**config.mk**
```make
export PLATFORM = sky130hd
export DESIGN_NAME = wdg_top
export DESIGN_NICKNAME = d
export VERILOG_FILES = /design/src/rtl/wdg_pkg.sv /design/src/rtl/wdg_key_decode.sv /design/src/rtl/wdg_prescaler.sv /design/src/rtl/wdg_upd_flag.sv /design/src/rtl/wdg_top.sv
export SDC_FILE = /design/constraint.sdc
export NUM_CORES = 1
export LEC_CHECK = 0
export BUFFER_PORTS_ARGS = -buffer_cell sky130_fd_sc_hd__buf_2
export CORE_AREA = 2 2 77 79
export DETAILED_ROUTE_END_ITERATION = 16
export DIE_AREA = 0 0 79 81
export PLACE_DENSITY_LB_ADDON = 0.3
export SYNTH_ARGS = -nofsm -noshare
export SYNTH_HDL_FRONTEND = slang
export SYNTH_SLANG_ARGS = --single-unit
export TNS_END_PERCENT = 10
```
**constraint.sdc**
```tcl
create_clock -name clk -period 2.4 [get_ports clk]
set_clock_uncertainty 0.05 [all_clocks]
set_input_delay 0.12 -clock clk [delete_from_list [all_inputs] [get_ports clk]]
set_output_delay 0.12 -clock clk [all_outputs]
set_load 0.05 [all_outputs]
```
**src/rtl/wdg_pkg.sv**
```systemverilog
package wdg_pkg;
    localparam int KEY_W = 16;

    localparam logic [KEY_W-1:0] KEY_START  = 16'hCCCC;
    localparam logic [KEY_W-1:0] KEY_FEED   = 16'hAAAA;
    localparam logic [KEY_W-1:0] KEY_OPEN   = 16'h5555;
    localparam logic [KEY_W-1:0] KEY_CLOSE  = 16'h0000;

    localparam logic [1:0] SEL_KEY = 2'd0;
    localparam logic [1:0] SEL_PSC = 2'd1;
    localparam logic [1:0] SEL_RLD = 2'd2;

    typedef enum logic [2:0] {
        CMD_NONE,
        CMD_START,
        CMD_FEED,
        CMD_OPEN,
        CMD_CLOSE
    } wdg_cmd_e;
endpackage

```
**src/rtl/wdg_key_decode.sv**
```systemverilog
module wdg_key_decode
    import wdg_pkg::*;
(
    input  logic             wr_en,
    input  logic [1:0]       wr_sel,
    input  logic [KEY_W-1:0] wr_data,
    output wdg_cmd_e         cmd_o
);
    always_comb begin
        cmd_o = CMD_NONE;
        if (wr_en && wr_sel == SEL_KEY) begin
            unique case (wr_data)
                KEY_START: cmd_o = CMD_START;
                KEY_FEED:  cmd_o = CMD_FEED;
                KEY_OPEN:  cmd_o = CMD_OPEN;
                KEY_CLOSE: cmd_o = CMD_CLOSE;
                default:   cmd_o = CMD_NONE;
            endcase
        end
    end
endmodule

```
**src/rtl/wdg_prescaler.sv**
```systemverilog
module wdg_prescaler #(
    parameter int PSC_W     = 3,
    parameter int BASE_LOG2 = 2,
    parameter int MAX_CODE  = 6
) (
    input  logic             clk,
    input  logic             rst_n,
    input  logic [PSC_W-1:0] code_i,
    output logic             tick_o
);
    localparam int DIV_W = BASE_LOG2 + MAX_CODE;

    logic [DIV_W-1:0] div_d, div_q;
    logic [PSC_W-1:0] eff_code;
    logic [DIV_W:0]   span;
    logic [DIV_W-1:0] mask;

    always_comb begin
        eff_code = (code_i > PSC_W'(MAX_CODE)) ? PSC_W'(MAX_CODE) : code_i;
        span     = (DIV_W+1)'(1) << (BASE_LOG2 + int'(eff_code));
        mask     = DIV_W'(span - (DIV_W+1)'(1));
        tick_o   = ((div_q & mask) == mask);
        div_d    = div_q + DIV_W'(1);
    end

    always_ff @(posedge clk or negedge rst_n) begin
        if (!rst_n) div_q <= '0;
        else        div_q <= div_d;
    end

    // the smallest division is 4, so ticks never come back to back
    a_r7_tick_spacing: assert property (@(posedge clk) disable iff (!rst_n)
        tick_o |=> !tick_o);
endmodule

```
**src/rtl/wdg_upd_flag.sv**
```systemverilog
module wdg_upd_flag #(
    parameter int UPD_TICKS = 5
) (
    input  logic clk,
    input  logic rst_n,
    input  logic set_i,
    input  logic tick_i,
    output logic busy_o
);
    localparam int CW = $clog2(UPD_TICKS + 1);

    logic [CW-1:0] left_d, left_q;

    always_comb begin
        left_d = left_q;
        if (set_i)                      left_d = CW'(UPD_TICKS);
        else if (tick_i && left_q != 0) left_d = left_q - CW'(1);
        busy_o = (left_q != 0);
    end

    always_ff @(posedge clk or negedge rst_n) begin
        if (!rst_n) left_q <= '0;
        else        left_q <= left_d;
    end

    a_r10_set_raises: assert property (@(posedge clk) disable iff (!rst_n)
        set_i |=> busy_o);
    a_r10_clear_on_tick: assert property (@(posedge clk) disable iff (!rst_n)
        $fell(busy_o) |-> $past(tick_i));
endmodule

```
**src/rtl/wdg_top.sv**
```systemverilog
module wdg_top
    import wdg_pkg::*;
#(
    parameter int CNT_W     = 12,
    parameter int PSC_W     = 3,
    parameter int UPD_TICKS = 5
) (
    input  logic             clk,
    input  logic             rst_n,
    input  logic             wr_en,
    input  logic [1:0]       wr_sel,
    input  logic [15:0]      wr_data,
    output logic             running_o,
    output logic [CNT_W-1:0] count_o,
    output logic [PSC_W-1:0] prescale_o,
    output logic [CNT_W-1:0] reload_o,
    output logic [1:0]       status_o,
    output logic             rst_req_o
);
    localparam int NFLAG = 2;

    typedef struct packed {
        logic             run;
        logic             open;
        logic [PSC_W-1:0] psc;
        logic [CNT_W-1:0] rld;
        logic [CNT_W-1:0] cnt;
        logic             req;
    } wdg_state_t;

    wdg_state_t st_d, st_q;
    wdg_cmd_e   cmd;
    logic       tick;
    logic       load;
    logic [NFLAG-1:0] upd_set;
    logic [NFLAG-1:0] upd_busy;

    wdg_key_decode u_key (
        .wr_en   (wr_en),
        .wr_sel  (wr_sel),
        .wr_data (wr_data),
        .cmd_o   (cmd)
    );

    wdg_prescaler #(.PSC_W(PSC_W)) u_psc (
        .clk    (clk),
        .rst_n  (rst_n),
        .code_i (st_q.psc),
        .tick_o (tick)
    );

    assign upd_set[0] = wr_en && st_q.open && (wr_sel == SEL_PSC);
    assign upd_set[1] = wr_en && st_q.open && (wr_sel == SEL_RLD);

    for (genvar g = 0; g < NFLAG; g++) begin : g_flag
        wdg_upd_flag #(.UPD_TICKS(UPD_TICKS)) u_flag (
            .clk    (clk),
            .rst_n  (rst_n),
            .set_i  (upd_set[g]),
            .tick_i (tick),
            .busy_o (upd_busy[g])
        );
    end

    always_comb begin
        st_d     = st_q;
        st_d.req = 1'b0;
        load     = (cmd == CMD_START) || (cmd == CMD_FEED);

        case (cmd)
            CMD_START: st_d.run  = 1'b1;
            CMD_FEED:  st_d.open = 1'b0;
            CMD_OPEN:  st_d.open = 1'b1;
            CMD_CLOSE: st_d.open = 1'b0;
            default: ;
        endcase

        if (load) begin
            st_d.cnt = st_q.rld;
        end else if (st_q.run && tick) begin
            if (st_q.cnt == '0) begin
                st_d.cnt = st_q.rld;
                st_d.req = 1'b1;
            end else begin
                st_d.cnt = st_q.cnt - CNT_W'(1);
            end
        end

        if (upd_set[0]) st_d.psc = wr_data[PSC_W-1:0];
        if (upd_set[1]) st_d.rld = wr_data[CNT_W-1:0];
    end

    always_ff @(posedge clk or negedge rst_n) begin
        if (!rst_n) begin
            st_q.run  <= 1'b0;
            st_q.open <= 1'b0;
            st_q.psc  <= '0;
            st_q.rld  <= '1;
            st_q.cnt  <= '1;
            st_q.req  <= 1'b0;
        end else begin
            st_q <= st_d;
        end
    end

    assign running_o  = st_q.run;
    assign count_o    = st_q.cnt;
    assign prescale_o = st_q.psc;
    assign reload_o   = st_q.rld;
    assign status_o   = upd_busy;
    assign rst_req_o  = st_q.req;

    a_r9_run_sticky: assert property (@(posedge clk) disable iff (!rst_n)
        running_o |=> running_o);
    a_r8_req_one_clock: assert property (@(posedge clk) disable iff (!rst_n)
        rst_req_o |=> !rst_req_o);
    a_r8_no_req_stopped: assert property (@(posedge clk) disable iff (!rst_n)
        !running_o |=> !rst_req_o);
    a_r5_psc_locked: assert property (@(posedge clk) disable iff (!rst_n)
        (wr_en && wr_sel == SEL_PSC && !st_q.open) |=> $stable(prescale_o));
    a_r5_rld_locked: assert property (@(posedge clk) disable iff (!rst_n)
        (wr_en && wr_sel == SEL_RLD && !st_q.open) |=> $stable(reload_o));
    a_r3_feed_loads: assert property (@(posedge clk) disable iff (!rst_n)
        (cmd == CMD_FEED) |=> (count_o == $past(reload_o)) && !rst_req_o);
endmodule

```
==> results of run 1 <==
Yosys cell counts (all sizes together) (3+ instances only):
| cell | count |
|---|---|
| dfrtp | 20 |
| mux2i | 5 |
| a211oi | 5 |
| and3 | 3 |
| nand4 | 9 |
| nor3 | 11 |
| nand2 | 10 |
| mux2 | 15 |
| o2bb2ai | 3 |
| dfstp | 24 |
| nand3 | 5 |
| buf | 30 |
| nand2b | 4 |
| a21oi | 7 |
| inv | 11 |
| or2 | 3 |
| ha | 9 |
| o21ai | 6 |
| and2 | 3 |
| xnor2 | 7 |
| or4 | 6 |
| nor3b | 7 |
| nor2 | 23 |
where the power goes:
| part | internal (mW) | leakage, nW | total, mW | switching [mW] |
|---|---|---|---|---|
| logic | 0.116 | 0.888 | 0.275 | 0.159 |
| clock network | 0.233 | 0.0434 | 0.499 | 0.266 |
| registers | 0.795 | 0.499 | 0.824 | 0.0298 |
| total | 1.14 | 1.43 | 1.60 | 0.454 |
per-layer routing:
| layer | vias up | part of all wire | routed length, um | global-route usage |
|---|---|---|---|---|
| met4 | 0 | 0.0068 | 44 | 0.0569 |
| li1 | 1027 | - | - | - |
| met2 | 87 | 0.48 | 3110 | 0.353 |
| met3 | 4 | 0.068 | 441 | 0.0311 |
| met5 | - | 0 | 0 | 0 |
| met1 | 1076 | 0.45 | 2890 | 0.285 |
cell type report:
type,instances,area share
multi-input cells,175,0.427
flip-flops and latches,44,0.354
repair buffers,79,0.146
well taps,75,0.0294
clock buffers,6,0.0258
inverters,11,0.0129
clock inverters,2,0.00470
cell families (layout without fill, tap and decap cells):
| logic type | after synthesis | after routing | share of synthesized area |
|---|---|---|---|
| muxes | 20 | 20 | 0.0815 |
| and+or+nand+nor | 93 | 93 | 0.205 |
| adders and majority gates | 9 | 9 | 0.0419 |
| buffers and inverters | 42 | 98 | 0.0997 |
| AOI/OAI and AO/OA | 44 | 44 | 0.122 |
| DFF | 44 | 44 | 0.421 |
| xor gates and xnor gates | 9 | 9 | 0.0293 |
flip-flops by register name, indices dropped and copies added (netlist names):
register / count
g_flag.u_flag.left_q: 6
rst_req_o: 1
reload_o: 12
st_q: 1
u_psc.div_q: 8
prescale_o: 3
running_o: 1
count_o: 12
stage by stage:
step / cells / setup TNS [ps]
2_1_floorplan: 261 / 0
5_1_grt: 392 / -54.3
6_report: 392 / 0
3_5_place_dp: 378 / -531
3_3_place_gp: 378 / -10.2
4_1_cts: 387 / -116
worst paths after layout:
kind                           startpoint              to  slack [ps]  cells past startpoint
max                         prescale_o[2]      count_o[3]          70                      8
min reg2reg                u_psc.div_q[0]  u_psc.div_q[0]         420                      1
min in group asynchronous           rst_n  u_psc.div_q[3]         420                      2
max reg2reg                 prescale_o[2]      count_o[3]          70                      8
max in group asynchronous           rst_n      count_o[1]        1150                      3
min                            wr_data[5]     reload_o[5]          20                      2
placed cells by master (no fill, tap or decap), types with 9 or more instances in the layout:
master	instances
sky130_fd_sc_hd__buf_2	51
sky130_fd_sc_hd__dfstp_2	24
sky130_fd_sc_hd__inv_1	11
sky130_fd_sc_hd__nand2_1	9
sky130_fd_sc_hd__mux2_2	15
sky130_fd_sc_hd__dfrtp_1	20
sky130_fd_sc_hd__buf_4	27
sky130_fd_sc_hd__nor2_1	23
sky130_fd_sc_hd__nand4_1	9
sky130_fd_sc_hd__nor3_1	10
what timing repair did:
item / in CTS / in global routing
hold endpoints to repair: 20 / 0
gates resized for setup: 4 / 9
pin swaps: 2 / 9
buffers inserted: 0 / 5
endpoints found under the setup margin: 13 / 18
hold buffers: 1 / 0
==> load_flow_metrics.sql, run 1 <==
INSERT INTO impl_metrics (metric_group, metric, value, unit) VALUES
('final_layout', 'layout.area.seq', '0.00113', 'sq mm'),
('power_and_ir_drop', 'peakVddDrop', '0.000498', 'V'),
('grt', 'maximum_number_of_pins_on_one_net_before_global_route_repair', '39', ''),
('clock_tree', 'htreeDepth', '2', ''),
('critical_path', 'cp_max_fo', '4', ''),
('power_and_ir_drop', 'power_per_cell_area', '500', 'mW/mm^2'),
('routing', 'drc', '0', ''),
('routing', 'antenna_left', '0', ''),
('grt', 'grt_util_all_layers', '0.210', ''),
('sta', 'slew-limit-headroom', '0.421', ''),
('routing', 'viasPerCell', '5.60', ''),
('grt', 'globalRouteOverflowTotal', '0', ''),
('yosys', 'synth-async-reset-ratio', '1.00', ''),
('clock_tree', 'cts_made_buffers', '5', ''),
('floorplan', 'die_y', '81', 'um'),
('final_layout', 'diodes', '0', ''),
('clock_tree', 'ctsLongestPathBuffers', '2', ''),
('placement', 'place_congestion', '0.897', ''),
('critical_path', 'startpoint_type', 'flop', ''),
('final_layout', 'final_util', '0.563', ''),
('floorplan', 'start_util', '0.473', ''),
('yosys', 'seq_area_frac_synth', '0.421', ''),
('final_layout', 'filler_cell_count', '532', ''),
('critical_path', 'max_stage_delay', '400', 'ps'),
('final_layout', 'final_area', '0.00320', 'sq mm'),
('sta', 'report.final.hold_viol_count', '0', ''),
('yosys', 'syn_inst', '261', ''),
('final_layout', 'design.final.nets', '346', ''),
('clock_tree', 'clk_transition_reported_paths', '90', 'ps'),
('sta', 'post-route-period-util', '0.972', ''),
('yosys', 'synthTopCellsByArea', 'sky130_fd_sc_hd__dfstp_2, sky130_fd_sc_hd__dfrtp_1, sky130_fd_sc_hd__buf_4', ''),
('power_and_ir_drop', 'power_leakage', '1.43', 'nW'),
('hold_path', 'holdCritPathClass', 'input port to flop', ''),
('routing', 'drt-pass1-iter-count', '4', ''),
('yosys', 'synth_edf_count', '0', ''),
('yosys', 'synthesis.yosys.warnings', '0', ''),
('routing', 'wl_per_cell', '16.5', 'um'),
('placement', 'place.detailed.hpwl', '4820', 'um'),
('yosys', 'synth-seq-cells', '44', ''),
('grt', 'grt_pass1_vias', '2117', ''),
('final_layout', 'drive_above_1_share', '0.457', ''),
('sta', 'fmax', '429', 'MHz'),
('placement', 'placedInstanceArea', '0.00297', 'sq mm'),
('floorplan', 'core_area', '0.00568', 'sq mm'),
('yosys', 'synth.largest_area_cell', 'sky130_fd_sc_hd__dfstp_2', ''),
('outcome', 'status', 'complete, no violations', ''),
('yosys', 'avgSynthCellArea', '10.3', 'sq um'),
('power_and_ir_drop', 'post-layout-total-power', '1.60', 'mW'),
('flow_run', 'maximum_capacitance_violations', '0', ''),
('critical_path', 'timing_worst_setup_path_type', 'flop to flop', ''),
('floorplan', 'total_number_of_placement_rows', '28', ''),
('critical_path', 'critPathBufInv', '1', ''),
('sta', 'min_period', '2330', 'ps'),
('yosys', 'post_synth_instance_area', '0.00269', 'sq mm'),
('routing', 'num_vias', '2194', ''),
('critical_path', 'crit_chain', 'inv_1, ha_4, nor4bb_4, mux2i_2, nand2_1, nor2_1, o22ai_1, a21oi_1', ''),
('sta', 'fin_ws', '66.7', 'ps'),
('grt', 'grt_antenna_before_repair', '0', ''),
('critical_path', 'cp-end-kind', 'flop', ''),
('routing', 'first_iter_violations', '169', ''),
('clock_tree', 'clock_tree.root_cell', 'sky130_fd_sc_hd__clkbuf_8', ''),
('floorplan', 'pin_count', '52', ''),
('routing', 'postRouteWirelength', '6490', 'um'),
('floorplan', 'floorplan.die_area', '0.00640', 'sq mm'),
('grt', 'grt_first_pass_wirelength', '10500', 'um'),
('sta', 'tightest_hold_margin', '20.8', 'ps'),
('placement', 'numPortBuffers', '51', ''),
('final_layout', 'multi_input_area', '0.00137', 'sq mm'),
('sta', 'worstMarginPinSlew', '869', 'ps'),
('sta', 'finalMaxSlewViolations', '0', ''),
('placement', 'pre_cts_slack', '-94.7', 'ps');
(Power assumes the default switching activity.)
==> run 2: changes to the inputs <==
--- a/config.mk
+++ b/config.mk
@@ -6,10 +6,13 @@
 export NUM_CORES = 1
 export LEC_CHECK = 0
 export BUFFER_PORTS_ARGS = -buffer_cell sky130_fd_sc_hd__buf_2
-export CORE_AREA = 2 2 77 79
+export CELL_PAD_IN_SITES_DETAIL_PLACEMENT = 1
+export CELL_PAD_IN_SITES_GLOBAL_PLACEMENT = 1
+export CORE_AREA = 2 2 86 88
 export DETAILED_ROUTE_END_ITERATION = 16
-export DIE_AREA = 0 0 79 81
+export DIE_AREA = 0 0 88 90
 export PLACE_DENSITY_LB_ADDON = 0.3
+export RECOVER_POWER = 50
 export SYNTH_ARGS = -nofsm -noshare
 export SYNTH_HDL_FRONTEND = slang
 export SYNTH_SLANG_ARGS = --single-unit
==> load_flow_metrics.sql, run 2 (synthesized netlist as in run 1, its figures left out) <==
INSERT INTO impl_metrics (metric_group, metric, value, unit) VALUES
('sta', 'slew-limit-headroom', '-0.187', ''),
('sta', 'final.setup.tns', '0', 'ps'),
('critical_path', 'stages_on_worst_setup_path', '9', ''),
('sta', 'tightest_hold_margin', '38.5', 'ps'),
('critical_path', 'startpoint_type', 'flop', ''),
('routing', 'postRouteWirelength', '7390', 'um'),
('floorplan', 'die_y', '90', 'um'),
('clock_tree', 'clock_tree.root_cell', 'sky130_fd_sc_hd__clkbuf_8', ''),
('placement', 'numPortBuffers', '51', ''),
('final_layout', 'area.growth.synth_to_final', '20.7', '%'),
('sta', 'post-route-period-util', '0.998', ''),
('final_layout', 'diodes', '0', ''),
('sta', 'rsz0062_at_grt', 'yes', ''),
('power_and_ir_drop', 'peakVddDrop', '0.000386', 'V'),
('power_and_ir_drop', 'power_per_cell_area', '527', 'mW/mm^2'),
('final_layout', 'final_area', '0.00324', 'sq mm'),
('critical_path', 'reg2regPathDepth', '9', ''),
('final_layout', 'final_util', '0.462', ''),
('sta', 'fin_ws', '4.17', 'ps'),
('flow_run', 'maximum_capacitance_violations', '1', ''),
('floorplan', 'core_area', '0.00702', 'sq mm'),
('floorplan', 'floorplan.die_area', '0.00792', 'sq mm'),
('final_layout', 'drive_above_1_share', '0.429', ''),
('placement', 'pre_cts_slack', '-203', 'ps'),
('grt', 'grt_antenna_before_repair', '0', ''),
('floorplan', 'die_width', '88', 'um'),
('grt', 'grt_busiest_layer', 'met2', ''),
('routing', 'drc', '0', ''),
('grt', 'grt_use_met1', '0.265', ''),
('placement', 'place_congestion', '0.805', ''),
('sta', 'setup_violations', '0', ''),
('routing', 'first_iter_violations', '96', ''),
('sta', 'worstMarginPinSlew', '1780', 'ps'),
('sta', 'min_period', '2400', 'ps'),
('power_and_ir_drop', 'post-layout-total-power', '1.71', 'mW'),
('routing', 'wl_per_cell', '17.9', 'um'),
('clock_tree', 'clkLatencyLatePin', '300', 'ps'),
('grt', 'grt_util_met3', '0.0285', ''),
('clock_tree', 'cts_made_buffers', '5', ''),
('grt', 'grt_first_pass_wirelength', '12200', 'um'),
('grt', 'grt_util_all_layers', '0.198', ''),
('outcome', 'failing_checks', 'max-capacitance violations, max-slew violations', ''),
('placement', 'placedInstanceArea', '0.00302', 'sq mm'),
('critical_path', 'critPathBufInv', '2', ''),
('final_layout', 'layout_commonest_cell', 'sky130_fd_sc_hd__buf_2', ''),
('hold_path', 'timing.hold.worst_path_depth', '2', ''),
('critical_path', 'crit_chain', 'inv_1, ha_1, nor3b_4, xnor2_2, o211ai_1, buf_4, or4_4, mux2i_1, o2bb2ai_1', ''),
('routing', 'drt-pass1-iter-count', '4', ''),
('clock_tree', 'ctsLongestPathBuffers', '2', ''),
('placement', 'placed_cells', '402', ''),
('clock_tree', 'tritoncts', 'done', ''),
('final_layout', 'design.final.nets', '344', ''),
('sta', 'fmax', '417', 'MHz'),
('clock_tree', 'htreeDepth', '2', ''),
('critical_path', 'max_stage_delay', '520', 'ps'),
('grt', 'grt_pass1_vias', '2384', ''),
('grt', 'use_met2', '0.320', ''),
('grt', 'globalRouteOverflowTotal', '0', ''),
('critical_path', 'critical-path-top-delay-family', 'simple AND/OR/NAND/NOR gates', ''),
('power_and_ir_drop', 'power_leakage', '1.40', 'nW'),
('final_layout', 'fin_cells', '414', ''),
('placement', 'place.detailed.hpwl', '5580', 'um'),
('critical_path', 'timing_worst_setup_path_type', 'flop to flop', ''),
('outcome', 'status', 'finished with violations', ''),
('critical_path', 'worst-endpoint-arrival', '2570', 'ps'),
('floorplan', 'total_number_of_placement_rows', '31', ''),
('sta', 'report.final.hold_viol_count', '0', ''),
('critical_path', 'cp_max_fo', '7', ''),
('critical_path', 'cp-end-kind', 'flop', ''),
('floorplan', 'start_util', '0.383', ''),
('floorplan', 'pin_count', '52', ''),
('final_layout', 'filler_cell_count', '808', ''),
('grt', 'maximum_number_of_pins_on_one_net_before_global_route_repair', '32', ''),
('routing', 'num_vias', '2220', ''),
('routing', 'antenna_left', '0', ''),
('clock_tree', 'clk_transition_reported_paths', '90', 'ps'),
('hold_path', 'holdCritPathClass', 'input port to flop', ''),
('critical_path', 'crit_slowest_cell', 'sky130_fd_sc_hd__or4_4', ''),
('critical_path', 'worst_ep_required_time', '2580', 'ps'),
('clock_tree', 'cts_num_sinks', '44', ''),
('final_layout', 'mostFrequentLayoutCells', 'sky130_fd_sc_hd__buf_2, sky130_fd_sc_hd__dfstp_2, sky130_fd_sc_hd__nor2_1, sky130_fd_sc_hd__dfrtp_1, sky130_fd_sc_hd__buf_4', ''),
('sta', 'finalMaxSlewViolations', '32', ''),
('routing', 'viasPerCell', '5.36', '');
-- run 2: cell count changes in the layout (fill, tap and decap cells not counted), moves of 2 or more --
cell	delta
sky130_fd_sc_hd__buf_2	-8
sky130_fd_sc_hd__buf_4	-7
sky130_fd_sc_hd__buf_6	+2
sky130_fd_sc_hd__clkbuf_1	+9
sky130_fd_sc_hd__clkinvlp_4	-2
-- run 2: layout make-up --
cell class,instances,area [sq um],area share
clock buffers,6,82.6,0.0255
multi-input cells,175,1370,0.424
flip-flops and latches,44,1130,0.349
repair buffers,77,457,0.141
well taps,99,124,0.0382
clock inverters,2,33.8,0.0104
inverters,11,41.3,0.0127
-- run 2: power breakdown --
| group | internal, mW | switching [mW] |
|---|---|---|
| clock network | 0.336 | 0.264 |
| logic | 0.114 | 0.171 |
| registers | 0.795 | 0.0280 |
| total | 1.24 | 0.463 |
-- run 2: final timing paths --
| path | startpoint | to | slack [ps] |
|---|---|---|---|
| max in group asynchronous | rst_n | reload_o[6] | 440 |
| max | prescale_o[2] | count_o[10] | 4 |
| min in group asynchronous | rst_n | rst_req_o | 780 |
| min reg2reg | u_psc.div_q[0] | u_psc.div_q[0] | 430 |
| max reg2reg | prescale_o[2] | count_o[10] | 4 |
| min | wr_data[10] | reload_o[10] | 40 |
-- run 2: metal layers --
metal  part of all wire  up-vias
met5                  0        -
met4              0.026        0
met3              0.033       17
met2               0.49       66
met1               0.45     1112
li1                   -     1025
-- run 2: what timing repair did --
| action | CTS | global route |
|---|---|---|
| setup buffers | 3 | 0 |
| endpoints found under the hold margin | 20 | 0 |
| resized for setup | 6 | 12 |
| gates cloned | 0 | 0 |
| endpoints found under the setup margin | 16 | 18 |
| hold buffers | 1 | 0 |
| pin swaps | 4 | 6 |
